===== config.mk =====
export PLATFORM = sky130hd
export DESIGN_NAME = pw_write_encoder
export DESIGN_NICKNAME = d
export VERILOG_FILES = /design/src/rtl/pw_write_pkg.sv /design/src/rtl/pw_write_datapath.sv /design/src/rtl/pw_write_ctrl.sv /design/src/rtl/pw_write_encoder.sv
export SDC_FILE = /design/constraint.sdc
export NUM_CORES = 1
export LEC_CHECK = 0
export BUFFER_PORTS_ARGS = -buffer_cell sky130_fd_sc_hd__buf_2
export CORE_MARGIN = 3
export CORE_UTILIZATION = 58
export DETAILED_ROUTE_END_ITERATION = 6
export GPL_ROUTABILITY_DRIVEN = 1
export GPL_TIMING_DRIVEN = 0
export PLACE_DENSITY = 0.8
export SLEW_MARGIN = 20
export SYNTH_ARGS = -nofsm -noshare
export SYNTH_HDL_FRONTEND = slang
export SYNTH_SLANG_ARGS = --single-unit

===== constraint.sdc =====
create_clock -name clk -period 4 [get_ports clk]
set_input_delay 0.2 -clock clk [delete_from_list [all_inputs] [get_ports clk]]
set_output_delay 0.2 -clock clk [all_outputs]
set_load 0.1 [all_outputs]

===== src/rtl/pw_write_pkg.sv =====
package pw_write_pkg;

  localparam logic [7:0]  KEYWORD_BYTE  = 8'hBB;
  localparam logic [7:0]  PASSWORD_BYTE = 8'hEB;
  localparam logic [15:0] WRITE_CMD     = 16'h0300;

  typedef enum logic [2:0] {
    ST_IDLE,
    ST_CHARGE,
    ST_GAP,
    ST_ON,
    ST_PROG
  } wrState_t;

  typedef enum logic [1:0] {
    LIM_CHARGE,
    LIM_GAP,
    LIM_ON,
    LIM_PROG
  } limSel_t;

  typedef struct packed {
    logic    run;
    logic    load;
    logic    clrTime;
    logic    shift;
    limSel_t limSel;
  } ctrlStrobe_t;

endpackage


===== src/rtl/pw_write_datapath.sv =====
module pw_write_datapath
  import pw_write_pkg::*;
#(
  parameter int CLK_PER_US  = 48,
  parameter int CHARGE_US   = 50000,
  parameter int ONE_OFF_US  = 1000,
  parameter int ZERO_OFF_US = 300,
  parameter int BIT_US      = 2000,
  parameter int PROG_US     = 50000,
  parameter int DATA_W      = 64,
  parameter int CRC_W       = 16
) (
  input  logic              clk,
  input  logic              rstN,
  input  ctrlStrobe_t       stb,
  input  logic [DATA_W-1:0] dataI,
  input  logic [CRC_W-1:0]  userCrcI,
  input  logic              userCrcValidI,
  input  logic [CRC_W-1:0]  dataCrcI,
  output logic              phaseEnd,
  output logic              curBit,
  output logic              lastBit
);

  localparam int FRAME_BITS = 16 + DATA_W + CRC_W + 16;
  localparam int BITCNT_W   = $clog2(FRAME_BITS);
  localparam int PRE_W      = $clog2(CLK_PER_US + 1);
  localparam int MAX_A      = (CHARGE_US > PROG_US) ? CHARGE_US : PROG_US;
  localparam int MAX_US     = (MAX_A > BIT_US) ? MAX_A : BIT_US;
  localparam int US_W       = $clog2(MAX_US + 1);

  localparam logic [US_W-1:0]  CHARGE_L   = US_W'(CHARGE_US);
  localparam logic [US_W-1:0]  PROG_L     = US_W'(PROG_US);
  localparam logic [US_W-1:0]  ONE_GAP_L  = US_W'(ONE_OFF_US);
  localparam logic [US_W-1:0]  ZERO_GAP_L = US_W'(ZERO_OFF_US);
  localparam logic [US_W-1:0]  ONE_ON_L   = US_W'(BIT_US - ONE_OFF_US);
  localparam logic [US_W-1:0]  ZERO_ON_L  = US_W'(BIT_US - ZERO_OFF_US);
  localparam logic [PRE_W-1:0] PRE_LAST   = PRE_W'(CLK_PER_US - 1);

  logic [PRE_W-1:0]      preCnt;
  logic [US_W-1:0]       usCnt;
  logic [US_W-1:0]       limitUs;
  logic                  usTick;
  logic [FRAME_BITS-1:0] frameSr;
  logic [BITCNT_W-1:0]   bitCnt;
  logic [CRC_W-1:0]      crcSel;

  // Microsecond prescaler and interval counter
  assign usTick = (preCnt == PRE_LAST);

  always_comb begin
    unique case (stb.limSel)
      LIM_CHARGE: limitUs = CHARGE_L;
      LIM_GAP:    limitUs = curBit ? ONE_GAP_L : ZERO_GAP_L;
      LIM_ON:     limitUs = curBit ? ONE_ON_L : ZERO_ON_L;
      default:    limitUs = PROG_L;
    endcase
  end

  assign phaseEnd = stb.run && usTick && (usCnt == limitUs - US_W'(1));

  always_ff @(posedge clk or negedge rstN) begin
    if (!rstN) begin
      preCnt <= '0;
      usCnt  <= '0;
    end else if (stb.clrTime) begin
      preCnt <= '0;
      usCnt  <= '0;
    end else if (stb.run) begin
      preCnt <= usTick ? '0 : preCnt + PRE_W'(1);
      if (usTick) usCnt <= usCnt + US_W'(1);
    end
  end

  // Frame assembly and serialisation
  assign crcSel = (userCrcValidI && (userCrcI != '0)) ? userCrcI : dataCrcI;

  always_ff @(posedge clk or negedge rstN) begin
    if (!rstN) begin
      frameSr <= '0;
      bitCnt  <= '0;
    end else if (stb.load) begin
      frameSr <= {WRITE_CMD, crcSel, dataI, PASSWORD_BYTE, KEYWORD_BYTE};
      bitCnt  <= '0;
    end else if (stb.shift) begin
      frameSr <= frameSr >> 1;
      bitCnt  <= bitCnt + BITCNT_W'(1);
    end
  end

  assign curBit  = frameSr[0];
  assign lastBit = (bitCnt == BITCNT_W'(FRAME_BITS - 1));


  prescale_bound_chk: assert property (@(posedge clk) disable iff (!rstN)
    preCnt <= PRE_LAST);


  interval_bound_chk: assert property (@(posedge clk) disable iff (!rstN)
    stb.run |-> (usCnt < limitUs));


  bit_index_chk: assert property (@(posedge clk) disable iff (!rstN)
    stb.shift |-> (bitCnt < BITCNT_W'(FRAME_BITS - 1)));

endmodule


===== src/rtl/pw_write_ctrl.sv =====
module pw_write_ctrl
  import pw_write_pkg::*;
(
  input  logic        clk,
  input  logic        rstN,
  input  logic        startI,
  input  logic        phaseEnd,
  input  logic        lastBit,
  output ctrlStrobe_t stb,
  output logic        fieldOn,
  output logic        busy,
  output logic        done
);

  wrState_t state, nextState;

  always_comb begin
    stb        = '0;
    stb.run    = (state != ST_IDLE);
    nextState  = state;
    stb.limSel = LIM_CHARGE;
    unique case (state)
      ST_IDLE: begin
        if (startI) begin
          stb.load    = 1'b1;
          stb.clrTime = 1'b1;
          nextState   = ST_CHARGE;
        end
      end
      ST_CHARGE: begin
        stb.limSel = LIM_CHARGE;
        if (phaseEnd) begin
          stb.clrTime = 1'b1;
          nextState   = ST_GAP;
        end
      end
      ST_GAP: begin
        stb.limSel = LIM_GAP;
        if (phaseEnd) begin
          stb.clrTime = 1'b1;
          nextState   = ST_ON;
        end
      end
      ST_ON: begin
        stb.limSel = LIM_ON;
        if (phaseEnd) begin
          stb.clrTime = 1'b1;
          if (lastBit) begin
            nextState = ST_PROG;
          end else begin
            stb.shift = 1'b1;
            nextState = ST_GAP;
          end
        end
      end
      ST_PROG: begin
        stb.limSel = LIM_PROG;
        if (phaseEnd) begin
          stb.clrTime = 1'b1;
          nextState   = ST_IDLE;
        end
      end
      default: nextState = ST_IDLE;
    endcase
  end

  always_ff @(posedge clk or negedge rstN) begin
    if (!rstN) begin
      state   <= ST_IDLE;
      fieldOn <= 1'b1;
      done    <= 1'b0;
    end else begin
      state   <= nextState;
      fieldOn <= (nextState != ST_GAP);
      done    <= (state == ST_PROG) && phaseEnd;
    end
  end

  assign busy = (state != ST_IDLE);


  idle_field_chk: assert property (@(posedge clk) disable iff (!rstN)
    !busy |-> fieldOn);


  done_at_end_chk: assert property (@(posedge clk) disable iff (!rstN)
    $fell(busy) |-> done);


  done_single_chk: assert property (@(posedge clk) disable iff (!rstN)
    done |=> !done);


  no_restart_chk: assert property (@(posedge clk) disable iff (!rstN)
    (busy && startI && !(state == ST_PROG)) |=> busy);

endmodule


===== src/rtl/pw_write_encoder.sv =====
module pw_write_encoder
  import pw_write_pkg::*;
#(
  parameter int CLK_PER_US  = 48,
  parameter int CHARGE_US   = 50000,
  parameter int ONE_OFF_US  = 1000,
  parameter int ZERO_OFF_US = 300,
  parameter int BIT_US      = 2000,
  parameter int PROG_US     = 50000
) (
  input  logic        clk,
  input  logic        rstN,
  input  logic        startI,
  input  logic [63:0] dataI,
  input  logic [15:0] userCrcI,
  input  logic        userCrcValidI,
  input  logic [15:0] dataCrcI,
  output logic        fieldOnO,
  output logic        busyO,
  output logic        doneO
);

  ctrlStrobe_t stb;
  logic        phaseEnd;
  logic        curBit;
  logic        lastBit;

  pw_write_ctrl ctrl_i (
    .clk      (clk),
    .rstN     (rstN),
    .startI   (startI),
    .phaseEnd (phaseEnd),
    .lastBit  (lastBit),
    .stb      (stb),
    .fieldOn  (fieldOnO),
    .busy     (busyO),
    .done     (doneO)
  );

  pw_write_datapath #(
    .CLK_PER_US  (CLK_PER_US),
    .CHARGE_US   (CHARGE_US),
    .ONE_OFF_US  (ONE_OFF_US),
    .ZERO_OFF_US (ZERO_OFF_US),
    .BIT_US      (BIT_US),
    .PROG_US     (PROG_US),
    .DATA_W      (64),
    .CRC_W       (16)
  ) dp_i (
    .clk           (clk),
    .rstN          (rstN),
    .stb           (stb),
    .dataI         (dataI),
    .userCrcI      (userCrcI),
    .userCrcValidI (userCrcValidI),
    .dataCrcI      (dataCrcI),
    .phaseEnd      (phaseEnd),
    .curBit        (curBit),
    .lastBit       (lastBit)
  );

endmodule


* Word level (Yosys, flattened, before mapping)
Cells that the tools add are included.
** Word-level totals
- Flip-flop bits (word level) :: 146
** Cells by class
- Muxes and demuxes :: 29
- Add/sub/neg operators :: 4
- Reduce and logical (&&, ||, !) cells :: 12
- Equality and inequality tests :: 10
** Operators with widths (number)
- 112-bit two-way mux :: 2
- 16-bit two-way mux :: 4
- 16-bit one-hot mux with 2 select lines :: 1
- 3-bit two-way mux :: 6
- 6-bit two-way mux :: 3
- 16-bit by 1-bit adder with 16-bit output, second input constant :: 1
- 16-bit == test :: 1
- 16-bit nonzero test :: 1
- 16-bit by 1-bit subtractor with 16-bit output, second input constant :: 1
- 3-bit one-hot mux with 5 select lines :: 1
- 7-bit two-way mux :: 2
- 11-bit two-way mux :: 1
- 10-bit two-way mux :: 1
- 7-bit by 1-bit adder with 7-bit output, second input constant :: 1
- 7-bit == test, second input constant :: 1
- 6-bit by 1-bit adder with 6-bit output, second input constant :: 1
- 3-bit by 2-bit == test with 1-bit output, second input constant :: 2
- 6-bit == test, second input constant :: 1
- 2-bit one-hot mux with 3 select lines :: 1
- 2-bit nonzero test :: 3
- 1-bit logical AND :: 4
- 1-bit two-way mux :: 4
- 2-bit two-way mux :: 2
- 3-bit by 1-bit == test with 1-bit output, second input constant :: 1
- 9 further kinds :: 9

* Depth between registers and ports, before layout
- Depth after elaboration :: 11
- Gate-level depth with buffers :: 16
- Depth with buffers taken out :: 11

* Modules after synthesis
A second synthesis with hierarchy kept.
** Unflattened totals
- Cells, all modules :: 684
- Area, all modules :: 6920.4 µm²
** By module, submodules not included
- pw_write_datapath :: area an instance 6615.1 µm², cells each 650, seq. area each 3378.2 µm², times used 1
- pw_write_ctrl :: area an instance 305.3 µm², cells each 34, seq. area each 126.4 µm², times used 1

* Least setup slack after synthesis
Ideal clock, no wire load.
- Path type :: register to register
- Start :: register ctrl_i.state[2]
- End :: register dp_i.bitCnt[5]
- Setup slack :: 989 ps
- Data arrival time :: 2933 ps
- Path buffers :: 2
- Stages on the path, launching flop included :: 13
- Cells stage by stage :: dfrtp_1 clkbuf_1 nor2_1 a21oi_1 inv_1 ha_1 or4b_1 nand3_1 and3_4 nand3_4 buf_6 or4_1 a21oi_1
** On the way
- Word-level cells in the longest chain between the ends :: 10
- Elaborated cells on any way between the ends :: 18
- Classes of those cells :: add/sub: 1; eq/ne: 6; mux: 6; reduce/logical: 5
** Ends and longest elaborated chain
- start: declaration :: RTL line pw_write_ctrl.sv:15 : wrState_t state, nextState;
- start signal: assignment :: RTL line pw_write_ctrl.sv:73 : state <= nextState;
- 3-bit == test / 3-bit by 2-bit == test with 1-bit output (equally long branches) :: RTL line pw_write_ctrl.sv:22 : unique case (state)
- 2-bit one-hot mux with 3 select lines :: RTL line pw_write_ctrl.sv:22
- 2-bit == test / 2-bit by 1-bit == test with 1-bit output (equally long branches) :: RTL line pw_write_datapath.sv:52 : unique case (stb.limSel)
- 16-bit one-hot mux with 2 select lines :: RTL line pw_write_datapath.sv:52
- 16-bit by 1-bit subtractor with 16-bit output :: RTL line pw_write_datapath.sv:60 : assign phaseEnd = stb.run && usTick && (usCnt == limitUs - US_W'(1));
- 16-bit == test :: RTL line pw_write_datapath.sv:60
- 1-bit logical AND :: RTL line pw_write_datapath.sv:60
- 2-bit two-way mux :: RTL line pw_write_ctrl.sv:46 : if (phaseEnd) begin
- 1-bit two-way mux :: RTL line pw_write_ctrl.sv:22
- 2-bit nonzero test (no source line)
- end signal: assignment :: RTL line pw_write_datapath.sv:87 : bitCnt <= bitCnt + BITCNT_W'(1);
- end: declaration :: RTL line pw_write_datapath.sv:45 : logic [BITCNT_W-1:0] bitCnt;
Parallel ways exist; a longest one is shown, timed or not.
A chain may end at the register's enable or synchronous reset.

* Final worst setup path
- Start :: register ctrl_i.state[2]
- End :: register dp_i.frameSr[12]
** On the way
- Word-level cells in the longest chain between the ends :: 10
- Elaborated cells on any way between the ends :: 18
- Classes of those cells :: add/sub: 1; eq/ne: 6; mux: 6; reduce/logical: 5
** Ends and longest elaborated chain
- 3-bit == test / 3-bit by 2-bit == test with 1-bit output (equally long branches) :: RTL line pw_write_ctrl.sv:22
- 2-bit one-hot mux with 3 select lines :: RTL line pw_write_ctrl.sv:22
- 2-bit == test / 2-bit by 1-bit == test with 1-bit output (equally long branches) :: RTL line pw_write_datapath.sv:52
- 16-bit one-hot mux with 2 select lines :: RTL line pw_write_datapath.sv:52
- 16-bit by 1-bit subtractor with 16-bit output :: RTL line pw_write_datapath.sv:60
- 16-bit == test :: RTL line pw_write_datapath.sv:60
- 1-bit logical AND :: RTL line pw_write_datapath.sv:60
- 2-bit two-way mux :: RTL line pw_write_ctrl.sv:46
- 1-bit two-way mux :: RTL line pw_write_ctrl.sv:22
- 2-bit nonzero test (no source line)
- end signal: assignment :: RTL line pw_write_datapath.sv:83 : frameSr <= {WRITE_CMD, crcSel, dataI, PASSWORD_BYTE, KEYWORD_BYTE};
- end signal: assignment :: RTL line pw_write_datapath.sv:86 : frameSr <= frameSr >> 1;
- end: declaration :: RTL line pw_write_datapath.sv:44 : logic [FRAME_BITS-1:0] frameSr;
Parallel ways exist; a longest one is shown, timed or not.

==> summary.md <==
| Metric | Value |
|---|---|
| Post-layout util | 71.53% |
| Critical Path Sink Type | register |
| Clock root buffer | clkbuf_16 |
| Maximum VDD drop | 0.3139 mV |
| Clock skew after layout | 0.006554 ns |
| Crit path max fanout | 10 |
| Worst Max-Slew Pin Slew | 0.9318 ns |
| Synth cell types | 60 |
| RSZ-0062 raised after global routing | no |
| Nets | 1,072 |
| Num ports | 103 |
| Max-cap viol count | 0 |
| Max-slew violations | 0 |
| DIE AREA | around 14,000 sq um |
| Syn_area_per_cell | 8.910 sq um |
| Row cnt | 40 |
| Die height | around 120 um |
| Initial antenna violation count | 0 |
| DRT antenna net count | 0 |
| Net count after synthesis | 949 |
| GP Congestion | 0.8520 |
| Post-Syn Instances | about 840 |
| Req. time, crit path | 4.34 ns |
| Status | completed |
| Layout cell share with drive strength beyond 1 | between 10% and 20% |
| Final cycle utilization of the critical path | 90.91% |
| XOR/XNOR Fraction of Synth Area | 2.313% |
| Clock sink count | 140 |
| Dpl cells | 1,115 |
| Hold crit path type | input pin to register |
| CTS max path bufs | 2 |
| Syn Std Cell Area | 7520 sq um |
| Most used DFF post-synth | dfrtp_1 |
| Placeable Area | 12,360 sq um |
| Initial Util | 60.83% |
| Post-synthesis mux area share | 0.3993% |
| Hold Vio Cnt, Final | 0 |
| Die width | around 120 um |
| Worst-path clk slew | approximately 0.060 ns |
| Number of global-route vias before repair | roughly 6,700 |
| Vias/cell | 6.321 |
| Largest family of logic cells by synthesized area | simple AND/OR/NAND/NOR gates |
| Number of synthesis warnings | 0 |
| Residual DRC | 0 |
| Post-synth EDFFs | 0 |
| Sequential fraction of the synthesis area | a little under half |
| First-pass GRT wire length | 33.31 mm |
| Vias | 7,256 |
| Routed WL per cell | 17.64 um |
| Final setup TNS | 0 ns |
| FMAX | 275.0 MHz |
| Non-Filler Cell Area, Final | 8842 sq um |
| # Post-CTS Setup Buffers | 0 |
| FF+latch count, synth | 140 |
| I/O Buffers | 102 |
| Initial DRC Count | 985 |
| CP Launch Type | register |
| Post-Synth Simple-Gate Area | 22.88% |
| Total CTS buffers | 17 |
| Hpwl dp | 13.50 mm |
| Time the worst path needs with I/O delays and setup | roughly 3.6 ns |
| GRT Util Overall | between 20% and 30% |
| Synth-to-layout area growth | 17.59% |
| Synth Area in Compound Gates | 20.55% |
| Antenna Cells | 0 |
| CP arrival | 3.98 ns |
| Final-report setup violation count | 0 |
| Adder-cell area share of the yosys netlist | 0.8319% |
| Leak | between 3 and 4 nW |
| # fillers | roughly 1,000 |
| Area post-placement | between 8000 and 9000 sq um |
| Overflow left after global routing | 0 |
| CTS tree | built |
| Non-filler cells, final | 1,148 |
| Final WL | 20.25 mm |
| Cell Pwr Density | 407.5 nW/um^2 |
| Clock H-tree levels | 4 |
| CP Class | register to register |
| Clk_lat worst skew | 0.43 ns |
| Pre-antenna DRT Iters | 5 |
| Max_slew headroom | 37.54% |
| Largest net degree at the start of global routing | between 90 and 100 |
| Post-synth ARST share | 100.0% |
through the flow:
stage,total power (W),worst slack (ns),hold slack (ns)
final,0.003603,0.3634,0.03440
after global routing,0.003763,0.05360,0.04069
after CTS,0.003607,0.4361,0.02843
after detailed placement,0.002106,0.4987,0.1153
after global placement,0.002085,0.5393,0.4567
after floorplan,0.001943,0.9892,-0.09559
placed cells by master, fill, tap and decap left out, drive strengths merged, types with 3 or more instances in the layout:
master and instances:
nor3 8, mux2i 3, inv 8, nand4 84
or4 5, a211oi 15, clkinv 6, o31ai 17
dfrtp 139, a31oi 81, and3 8, nor2b 4
clkbuf 84, xnor2 7, a21oi 23, nor2 91
buf 137, xor2 12, nor4 5, o21ai 105
and4 4, o211ai 3, nand2b 7, and2 15
nand4b 3, ha 5, nand2 15, nand3 56
report_power, final:
part	switching, W	internal, W
logic	0.000203	0.000185
registers	0.000119	0.00159
clock network	0.000582	0.000928
final timing paths:
kind / from / to / slack [ns] / cells after the start
worst min register to register: dp_i.frameSr[105] / dp_i.frameSr[105] / 0.48 / 1
worst max register to register: ctrl_i.state[2] / dp_i.frameSr[12] / 0.36 / 13
worst max-delay path: ctrl_i.state[2] / dp_i.frameSr[12] / 0.36 / 13
worst min-delay path: dataI[62] / dp_i.frameSr[78] / 0.03 / 3
max in group asynchronous: rstN / dp_i.frameSr[0] / 2.96 / 3
min in group asynchronous: rstN / dp_i.usCnt[13] / 0.26 / 2
kinds of logic (layout without fill, tap and decap cells):
family	count (synthesis)	count (layout)
AND/OR/NAND/NOR	315	315
AO/OA/AOI/OAI	259	259
flip-flops	140	140
buffers and inverters	103	239
XOR/XNOR	19	19
adder cells (fa/ha/maj)	5	5
multiplexers	3	3
cell type report:
class,count,area (sq um),area share [%]
Multi-Input combinational cell,601,3532,39.95
Timing Repair Buffer,104,558.0,6.311
Clock inverter,8,92.59,1.047
Clock buffer,24,461.7,5.221
Inverter,9,33.78,0.3821
Tap cell,168,210.2,2.377
Buffer,94,449.2,5.080
Sequential cell,140,3505,39.63
routing by layer:
layer,vias up,global-route usage [%],share of wire (%)
met5,-,0,0
met4,0,9.950,2.3
met3,42,5.985,7.8
met2,356,42.34,45
met1,3440,41.99,45
li1,3418,-,-
sequential cells by signal, indices dropped and copies added, names as in the netlist:
register        count
ctrl_i.done         1
ctrl_i.fieldOn      1
ctrl_i.state        3
dp_i.bitCnt         7
dp_i.frameSr      106
dp_i.preCnt         6
dp_i.usCnt         16
cells in the mapped netlist, drive strengths merged (17+ instances only):
cell type | number | share of area, %
a21oi | 23 | 1.5
a31oi | 81 | 6.7
buf | 34 | 3.0
clkbuf | 60 | 3.0
dfrtp | 139 | 46
nand3 | 56 | 3.9
nand4 | 84 | 7.0
nor2 | 91 | 4.6
o21ai | 105 | 7.0
o31ai | 17 | 1.7
timing repair:
item,CTS,global route
endpoints found under the hold margin,43,0
resized for setup,0,0
hold buffers,1,0
setup endpoints to repair,0,0
critical path, cell delays in order, from the launching register on:
cell and delay [ns]:
dfrtp_1 0.43, clkbuf_1 0.39, nor2_1 0.14, a21oi_1 0.19
inv_1 0.06, ha_1 0.34, buf_6 0.17, nor4b_1 0.32
a31oi_1 0.11, and3b_1 0.23, clkbuf_1 0.43, clkbuf_1 0.41
nand3_1 0.13, a21oi_1 0.18
(Power assumes the default switching activity.)
